--- config.mk ---
export PLATFORM = sky130hd
export DESIGN_NAME = uart_tx_frame
export DESIGN_NICKNAME = d
export VERILOG_FILES = /design/src/rtl/utx_pkg.sv /design/src/rtl/utx_parity.sv /design/src/rtl/utx_ir_gate.sv /design/src/rtl/uart_tx_frame.sv
export SDC_FILE = /design/constraint.sdc
export NUM_CORES = 1
export LEC_CHECK = 0
export BUFFER_PORTS_ARGS = -buffer_cell sky130_fd_sc_hd__buf_2
export CORE_MARGIN = 3
export CORE_UTILIZATION = 55
export DETAILED_ROUTE_END_ITERATION = 8
export PLACE_DENSITY = 0.83
export SLEW_MARGIN = 20
export SYNTH_ARGS = -nofsm -noshare
export SYNTH_HDL_FRONTEND = slang
export SYNTH_SLANG_ARGS = --single-unit
--- constraint.sdc ---
create_clock -name clk -period 2.3 [get_ports clk]
set_input_delay 0 -clock clk [delete_from_list [all_inputs] [get_ports clk]]
set_output_delay 0 -clock clk [all_outputs]
set_load 0.01 [all_outputs]
--- src/rtl/utx_pkg.sv ---
package utx_pkg;

    typedef enum logic [2:0] {
        ST_IDLE,
        ST_START,
        ST_DATA,
        ST_PARITY,
        ST_STOP
    } utx_state_e;

    // Six-bit line-control word, packed MSB first.
    typedef struct packed {
        logic       par_stick;
        logic       par_even;
        logic       par_en;
        logic       stop_ext;
        logic [1:0] len;
    } utx_ctrl_t;

endpackage

--- src/rtl/utx_parity.sv ---
module utx_parity #(
    parameter int DATA_W  = 8,
    parameter int MIN_LEN = 5
) (
    input  logic [DATA_W-1:0] data,
    input  logic [1:0]        len,
    input  logic              even,
    input  logic              stick,
    output logic              par_bit
);
    logic [DATA_W-1:0] mask;
    logic              ones_odd;

    always_comb begin
        for (int i = 0; i < DATA_W; i++) begin
            mask[i] = (i < (MIN_LEN + int'(len)));
        end
        ones_odd = ^(data & mask);
        if (stick) begin
            par_bit = ~even;
        end else begin
            par_bit = even ? ones_odd : ~ones_odd;
        end
    end
endmodule

--- src/rtl/utx_ir_gate.sv ---
module utx_ir_gate (
    input  logic line_in,
    input  logic mute,
    output logic ir_line
);
    assign ir_line = line_in & ~mute;
endmodule

--- src/rtl/uart_tx_frame.sv ---
module uart_tx_frame #(
    parameter int OSR    = 16,
    parameter int DATA_W = 8
) (
    input  logic              clk,
    input  logic              rst_n,
    input  logic              tick16,
    input  logic              ld_valid,
    output logic              ld_ready,
    input  logic [DATA_W-1:0] ld_data,
    input  logic [5:0]        line_ctrl,
    input  logic              ir_mute,
    output logic              ser_out,
    output logic              ir_out,
    output logic              busy
);
    import utx_pkg::*;

    localparam int CNT_W   = $clog2(2 * OSR + 1);
    localparam int IDX_W   = $clog2(DATA_W);
    localparam int MIN_LEN = 5;

    typedef struct packed {
        utx_state_e        st;
        logic [CNT_W-1:0]  cnt;
        logic [IDX_W-1:0]  idx;
        logic [DATA_W-1:0] sh;
        utx_ctrl_t         ctl;
        logic              par;
        logic              busy;
    } seq_t;

    seq_t      r_q, r_d;
    utx_ctrl_t in_ctl;
    logic      par_new;
    logic      accept;
    logic [CNT_W-1:0] slot_lim;
    logic      slot_end;
    logic      last_data;

    assign in_ctl = utx_ctrl_t'(line_ctrl);
    assign accept = ld_valid & ~r_q.busy;

    utx_parity #(.DATA_W(DATA_W), .MIN_LEN(MIN_LEN)) u_par (
        .data    (ld_data),
        .len     (in_ctl.len),
        .even    (in_ctl.par_even),
        .stick   (in_ctl.par_stick),
        .par_bit (par_new)
    );

    always_comb begin
        if (r_q.st == ST_STOP && r_q.ctl.stop_ext) begin
            slot_lim = (r_q.ctl.len == 2'b00) ? CNT_W'(OSR + OSR / 2) : CNT_W'(2 * OSR);
        end else begin
            slot_lim = CNT_W'(OSR);
        end
        slot_end  = tick16 && (r_q.cnt == slot_lim - CNT_W'(1));
        last_data = (r_q.idx == IDX_W'(MIN_LEN - 1) + IDX_W'(r_q.ctl.len));
    end

    always_comb begin
        r_d = r_q;
        if (r_q.st == ST_IDLE) begin
            if (accept) begin
                r_d.st   = ST_START;
                r_d.cnt  = '0;
                r_d.idx  = '0;
                r_d.sh   = ld_data;
                r_d.ctl  = in_ctl;
                r_d.par  = par_new;
                r_d.busy = 1'b1;
            end
        end else if (tick16) begin
            if (slot_end) begin
                r_d.cnt = '0;
                case (r_q.st)
                    ST_START: begin
                        r_d.st  = ST_DATA;
                        r_d.idx = '0;
                    end
                    ST_DATA: begin
                        if (last_data) begin
                            r_d.st = r_q.ctl.par_en ? ST_PARITY : ST_STOP;
                        end else begin
                            r_d.idx = r_q.idx + IDX_W'(1);
                            r_d.sh  = r_q.sh >> 1;
                        end
                    end
                    ST_PARITY: r_d.st = ST_STOP;
                    default: begin
                        r_d.st   = ST_IDLE;
                        r_d.busy = 1'b0;
                    end
                endcase
            end else begin
                r_d.cnt = r_q.cnt + CNT_W'(1);
            end
        end
    end

    always_ff @(posedge clk or negedge rst_n) begin
        if (!rst_n) begin
            r_q <= '{st: ST_IDLE, cnt: '0, idx: '0, sh: '0,
                     ctl: '0, par: 1'b0, busy: 1'b0};
        end else begin
            r_q <= r_d;
        end
    end

    always_comb begin
        case (r_q.st)
            ST_START:  ser_out = 1'b0;
            ST_DATA:   ser_out = r_q.sh[0];
            ST_PARITY: ser_out = r_q.par;
            default:   ser_out = 1'b1;
        endcase
    end

    utx_ir_gate u_ir (
        .line_in (ser_out),
        .mute    (ir_mute),
        .ir_line (ir_out)
    );

    assign busy     = r_q.busy;
    assign ld_ready = ~r_q.busy;

    // idle line is high
    p_idle_high_r1: assert property (@(posedge clk) disable iff (!rst_n)
        !busy |-> ser_out);

    // an accepted character starts with a low start bit
    p_start_low_r2: assert property (@(posedge clk) disable iff (!rst_n)
        (ld_valid && ld_ready) |=> (busy && !ser_out));

    // line moves only after a consumed pulse or an acceptance
    p_line_stable_r3: assert property (@(posedge clk) disable iff (!rst_n)
        (!$past(tick16) && !$past(ld_valid && ld_ready)) |-> $stable(ser_out));

    // mute holds the infrared output low
    p_ir_mute_r9: assert property (@(posedge clk) disable iff (!rst_n)
        ir_mute |-> !ir_out);

    // busy ends only on a pulse
    p_busy_fall_r10: assert property (@(posedge clk) disable iff (!rst_n)
        $fell(busy) |-> $past(tick16));

    // no acceptance while a frame runs
    p_busy_hold_r10: assert property (@(posedge clk) disable iff (!rst_n)
        (busy && !tick16) |=> busy);
endmodule

==> impl_metrics.yaml, run 1 <==
timing:
  min_period_ps: 2090
  final.setup.tns_ps: 0
  report.final.slew_viol_count: 0
  hold_viol: 0
  max_freq_mhz: 477
  worst_slew_pin_slew_ps: 579
  fin_crit_sh_pct: 91.1
  maxSlewHeadroom_pct: 61.4
  rsz0062_at_grt: "no"
  setup_viol: 0
  fin_skew_ps: 4.06
synth:
  postSynth.asyncResetShare_pct: 100
  ys.flop_type: "dfrtp_1"
  synth_edf_count: 0
  synth_top_area_share_pct: 42.1
  synth-seq-cells: 26
  yosys.area.top_type: "dfrtp_1"
  synth_cell_types: 41
  synth.area.top_cells: "dfrtp_1 (42%), mux2_4 (6.8%), mux2_2 (6.6%)"
  synth_area_sq_um: 1540
  yosysWarnings: 0
  syn_inst: 141
  synth_nets: 162
  synth-seq-area-share_pct: 42.1
  syn_area_per_cell_sq_um: 11.0
drt:
  routed_wirelength_mm: 3.31
  ant_nets: 0
  top_layer: "met4"
  first_pass_iters: 5
  drc: 0
  dr.first_iter.drc_count: 58
  avgRoutedWirePerCell_um: 16.1
  dr_total_vias: 1203
  dr_wl_met2_mm: 1.54
  wl_met3_um: 173
  vias_per_cell: 5.87
  wl_met1_mm: 1.56
grt:
  antenna_found_initial: 0
  grt_first_pass_wirelength_mm: 5.66
  grtUsageTotal_pct: 21.1
  grt_max_degree: 27
  first_global_vias: 1211
  overflow: 0
clocking:
  clkLatencyLatePin_ps: 320
  cts_root_buffer: "clkbuf_4"
  cts_buffers: 3
  cts_htree_levels: 1
  cts_tree: "built"
  cts.sinks: 26
  clkTransAtPathRegs_ps: 140
  cts_buffer_depth: 2
setup_path:
  crit_cells: 7
  path_buf_inv: 1
  cp_slowest_cell: "dfrtp_1"
  r2r_end: "r_q[16]"
  worstSetupStartpoint: "r_q[25]"
  worstRegToRegCells: 7
  rrSetupSlack_ps: 210
  timing.rr.start: "r_q[25]"
  critPathLaunchType: "flop"
  cp.arrival_ps: 2320
  crit_path_max_fanout: 7
  critPathCapture: "r_q[16]"
  critPathKind: "reg -> reg"
  end_kind: "flop"
  crit_path_max_incr_delay_ps: 480
  required_ps: 2530
  cpLargestDelayFamily: "simple AND/OR/NAND/NOR gates"
  crit_chain: "nand4bb_1 > xor2_1 > nand4_1 > o21ai_4 > buf_4 > and3_1 > mux2_2"
floorplan:
  die_x_um: 59.0
  core_region_area_sq_um: 2570
  row_count: 18
  ios: 23
  start_util_pct: 60.1
  fp.dieArea_sq_um: 3480
  die_height_um: 59.0
place:
  place.gp.congestion: 0.841
  hpwl_mm: 2.49
  portBuffers: 22
final_layout:
  n_antenna_cell: 0
  synthToLayoutAreaGrowth_pct: 18.6
  layout.nets: 197
  layout-drive-gt1-share_pct: 32.0
hold_path:
  holdCritPathClass: "in -> reg"
power_and_ir_drop:
  irDropWorstVdd_uv: 789
  p_per_area_nw_per_um2: 1200
  p_leak_nw: 0.858
  finalPower_mw: 2.19
flow_run:
  max-cap-violations: 0
status:
  status: "completed"
[cell usage after synthesis (2+ instances only)]
cell / instances
dfrtp_1: 26
o21ai_0: 10
a22o_1: 9
mux2_2: 9
xnor2_1: 8
mux2_4: 7
nand2_1: 7
nor2_1: 6
and3_1: 5
inv_1: 5
a21oi_1: 4
nand3_1: 4
clkbuf_1: 3
nor2b_1: 3
a21o_1: 2
a31oi_1: 2
buf_2: 2
buf_6: 2
ha_1: 2
nor3_1: 2
o41ai_1: 2
or2_2: 2
[routing by layer]
metal	vias to the layer above	track usage (%)
met4	0	5.83
met5	-	0
met2	40	32.5
met3	5	3.05
li1	586	-
met1	572	31.0
[placed cells by master, fill, tap and decap left out, drive strengths merged, types with 2 or more instances in the layout]
master,instances
and3,5
nor2,6
mux2,16
o21ai,11
a21o,2
xnor2,8
nand3,4
dfrtp,26
dlygate4sd3,7
clkbuf,3
nor2b,3
a31oi,3
o41ai,2
a22o,9
nand2,7
or2,2
ha,2
buf,30
inv,5
nor3,3
a21oi,4
[worst register-to-register path: stages (launching register included)]
cell and delay, ps:
dfrtp_1 480, nand4bb_1 260, xor2_1 160, nand4_1 180, o21ai_4 190, buf_4 160, and3_1 210, mux2_2 350
[state kept, by name, indices dropped and copies added, names as in the netlist]
signal and flops:
busy 1, r_q 25
[area by class of cell]
cell class	instances	area, sq um
clock buffer	3	22.5
clock inverter	1	30.0
fill	178	736
inverter	5	18.8
multi-input combinational	103	832
sequential	26	651
tap	30	37.5
timing repair buffer	37	240
[logic make-up (layout without fill, tap and decap cells)]
logic type,after synthesis,after routing,synth area share (%)
AO/OA/AOI/OAI,38,38,18.6
AND/OR/NAND/NOR,37,37,13.6
flip-flops,26,26,42.1
multiplexers,16,16,13.4
buffers and inverters,12,46,4.05
XOR/XNOR,10,10,6.56
adder cells (fa/ha/maj),2,2,1.62
[what timing repair did]
action | CTS | global route
hold buffers | 6 | 1
resized for setup | 0 | 1
endpoints found under the setup margin | 0 | 1
endpoints found under the hold margin | 31 | 1
setup buffers | 0 | 0
[through the flow]
stage                     utilization [%]  cells  cell area, sq um  hold slack [ps]  worst slack, ps
after global routing                 71.3    205              1830             30.4              110
after CTS                            70.9    204              1820             8.49             88.4
after floorplan                         -    141              1540             -296              374
after detailed placement             66.5    194              1710             24.0              117
after global placement               66.5    194              1710             20.7              232
final                                71.3    205              1830             24.5              205
[report_power, final]
| group | switching [mW] | internal [mW] | leakage [nW] |
|---|---|---|---|
| combinational | 0.533 | 0.561 | 0.488 |
| sequential | 0.161 | 0.623 | 0.342 |
| clock | 0.137 | 0.176 | 0.0279 |
| total | 0.832 | 1.36 | 0.858 |
[worst min path at each step]
stage	from	endpoint	slack, ps	cells past startpoint
after detailed placement	rst_n	r_q[11]	20	1
after CTS	tick16	busy	8	3
after floorplan	rst_n	busy	-300	0
final	line_ctrl[4]	r_q[1]	20	3
after global routing	ld_data[3]	r_q[11]	30	3
after global placement	rst_n	r_q[11]	20	1
Note: power is estimated with default switching activity, not from simulation.
==> inputs of run 2 (changes only) <==
- PLACE_DENSITY: 0.83 -> 0.87
- SYNTH_HIERARCHICAL: not set -> 1
==> run 2 against run 1 <==
  * Via count is 15% higher
  * Critical endpoint is now r_q[9]
  * Core utilization is 0.54 points higher
  * Critical path depth is 2 lower
  * Die area is 3.3% higher
  * Sequential cell count stayed put
==> impl_metrics.yaml, run 2 <==
timing:
  fin_skew_ps: 4.59
  final.setup.tns_ps: 0
  setup_viol: 0
  maxSlewHeadroom_pct: 53.3
  report.final.slew_viol_count: 0
  max_freq_mhz: 454
  worst_slew_pin_slew_ps: 698
  rsz0062_at_grt: "no"
  min_period_ps: 2200
  fin_crit_sh_pct: 95.8
  hold_viol: 0
grt:
  overflow: 0
  grt_first_pass_wirelength_mm: 6.16
  grt_max_degree: 27
  antenna_found_initial: 0
  grtUsageTotal_pct: 23.0
  first_global_vias: 1365
power_and_ir_drop:
  p_per_area_nw_per_um2: 1090
  irDropWorstVdd_uv: 767
  finalPower_mw: 2.05
  p_leak_nw: 0.862
floorplan:
  core_region_area_sq_um: 2610
  fp.dieArea_sq_um: 3600
  die_height_um: 60.0
  row_count: 18
  start_util_pct: 61.3
  ios: 23
  die_x_um: 60.0
setup_path:
  end_kind: "flop"
  required_ps: 2540
  crit_path_max_fanout: 9
  cp.arrival_ps: 2440
  r2r_end: "r_q[9]"
  worstSetupStartpoint: "r_q[27]"
  timing.rr.start: "r_q[27]"
  crit_path_max_incr_delay_ps: 530
  crit_chain: "and4bb_4 > nand2_1 > a2111oi_1 > o21a_2 > mux2_2"
  critPathLaunchType: "flop"
  cp_slowest_cell: "dfrtp_1"
  critPathKind: "reg -> reg"
  rrSetupSlack_ps: 100
  worstRegToRegCells: 5
flow_run:
  max-cap-violations: 0
synth:
  synth_top_area_share_pct: 40.6
  yosysWarnings: 6
  synthTopCellsByCount: "dfrtp_1 (26), nand2_1 (26), o21ai_0 (13)"
  syn_area_per_cell_sq_um: 9.65
  synth_area_sq_um: 1600
  synth_cell_types: 47
  synth-seq-area-share_pct: 40.6
  synth_nets: 187
  postSynth.asyncResetShare_pct: 100
  ys.flop_type: "dfrtp_1"
  synth.area.top_cells: "dfrtp_1 (41%), nand2_1 (6.1%), mux2_2 (5.6%)"
  synth-seq-cells: 26
  synth_edf_count: 0
  yosys.area.top_type: "dfrtp_1"
  syn_inst: 166
drt:
  routed_wirelength_mm: 3.66
  drc: 0
  dr_total_vias: 1389
  first_pass_iters: 4
  dr.first_iter.drc_count: 71
  avgRoutedWirePerCell_um: 16.1
  ant_nets: 0
  vias_per_cell: 6.12
final_layout:
  fill_cells: 181
  final_area_sq_um: 1880
  mostFrequentLayoutCells: "nand2_1 (26), dfrtp_1 (26), buf_2 (22)"
  layout-drive-gt1-share_pct: 25.9
  n_antenna_cell: 0
  multi_input_area_sq_um: 872
  largest_register_ffs: 25
  max_flop_register: "r_q"
  synthToLayoutAreaGrowth_pct: 17.3
  finalCoreUtilization_pct: 71.9
  layout.nets: 219
  regArea_sq_um: 651
clocking:
  cts_buffers: 3
  cts_root_buffer: "clkbuf_4"
  cts_htree_levels: 1
  cts_buffer_depth: 2
  clkLatencyLatePin_ps: 330
  clkTransAtPathRegs_ps: 150
  cts_tree: "built"
  cts.sinks: 26
place:
  place.gp.congestion: 0.911
  placed_area_sq_um: 1740
  portBuffers: 22
  hpwl_mm: 2.73
hold_path:
  holdCritPathClass: "in -> reg"
  hold_path_end: "busy"
  hold_start: "ld_valid"
  hold-path-cell-count: 3
status:
  status: "completed"
==> run 2: cell count changes after synthesis, sizes merged, moves of 4 or more <==
cell and delta:
and3 -4, mux2 -8, xor2 +4, nand2 +19, xnor2 -6, nand3 +5
==> run 2: how the worst max path moves through the flow <==
stage / end / slack [ps]
4_1_cts: r_q[9] / 40
2_1_floorplan: r_q[10] / 320
6_report: r_q[9] / 100
3_5_place_dp: r_q[9] / 60
5_1_grt: r_q[8] / 5
3_3_place_gp: r_q[12] / 150
==> run 2: repair_timing <==
item / 4_1_cts / 5_1_grt
hold endpoints to repair: 33 / 0
resized for setup: 0 / 2
buffers inserted: 0 / 0
endpoints found under the setup margin: 0 / 9
hold buffers: 8 / 0
==> run 2: per-stage QoR <==
stage | cells | hold slack, ps | setup slack, ps
finish | 227 | 3.96 | 97.1
global route | 227 | 25.1 | 4.91
detailed placement | 215 | 30.2 | 55.5
floorplan | 166 | -296 | 316
global placement | 215 | 22.9 | 148
CTS | 227 | 6.80 | 35.2
==> run 2: power breakdown <==
group / internal [mW] / switching, mW / leakage, nW
clock: 0.176 / 0.147 / 0.0279
sequential: 0.638 / 0.151 / 0.326
combinational: 0.428 / 0.512 / 0.509
total: 1.24 / 0.811 / 0.862
==> run 2: cells by family after synthesis <==
group	count (synthesis)	synth area share, %
simple gates	58	19.5
fa+ha+maj	2	1.56
flops	26	40.6
buf+inv	17	5.31
compound gates	46	21.1
mux	9	6.25
xor+xnor	8	5.70
==> run 2: per-layer routing <==
| metal | vias to the layer above | track usage, % | part of all wire [%] |
|---|---|---|---|
| li1 | 663 | - | - |
| met1 | 650 | 26.9 | 40 |
| met2 | 65 | 42.4 | 52 |
| met3 | 11 | 2.81 | 5.5 |
| met4 | 0 | 8.54 | 2.7 |
| met5 | - | 0 | 0 |
==> run 2: worst max-delay path, delay by kind of cell (launching register included) <==
family           cells  cell delay, ps
AND/OR/NAND/NOR      2             400
multiplexers         1             360
AO/OA/AOI/OAI        2             800
flip-flops           1             530
==> run 2: cell type report <==
| type | count | area share [%] |
|---|---|---|
| clock inverter | 1 | 1.60 |
| clock buffer | 3 | 1.20 |
| timing repair buffer | 36 | 12.5 |
| multi-input combinational | 123 | 46.4 |
| tap | 30 | 2.00 |
| sequential | 26 | 34.6 |
| inverter | 8 | 1.60 |
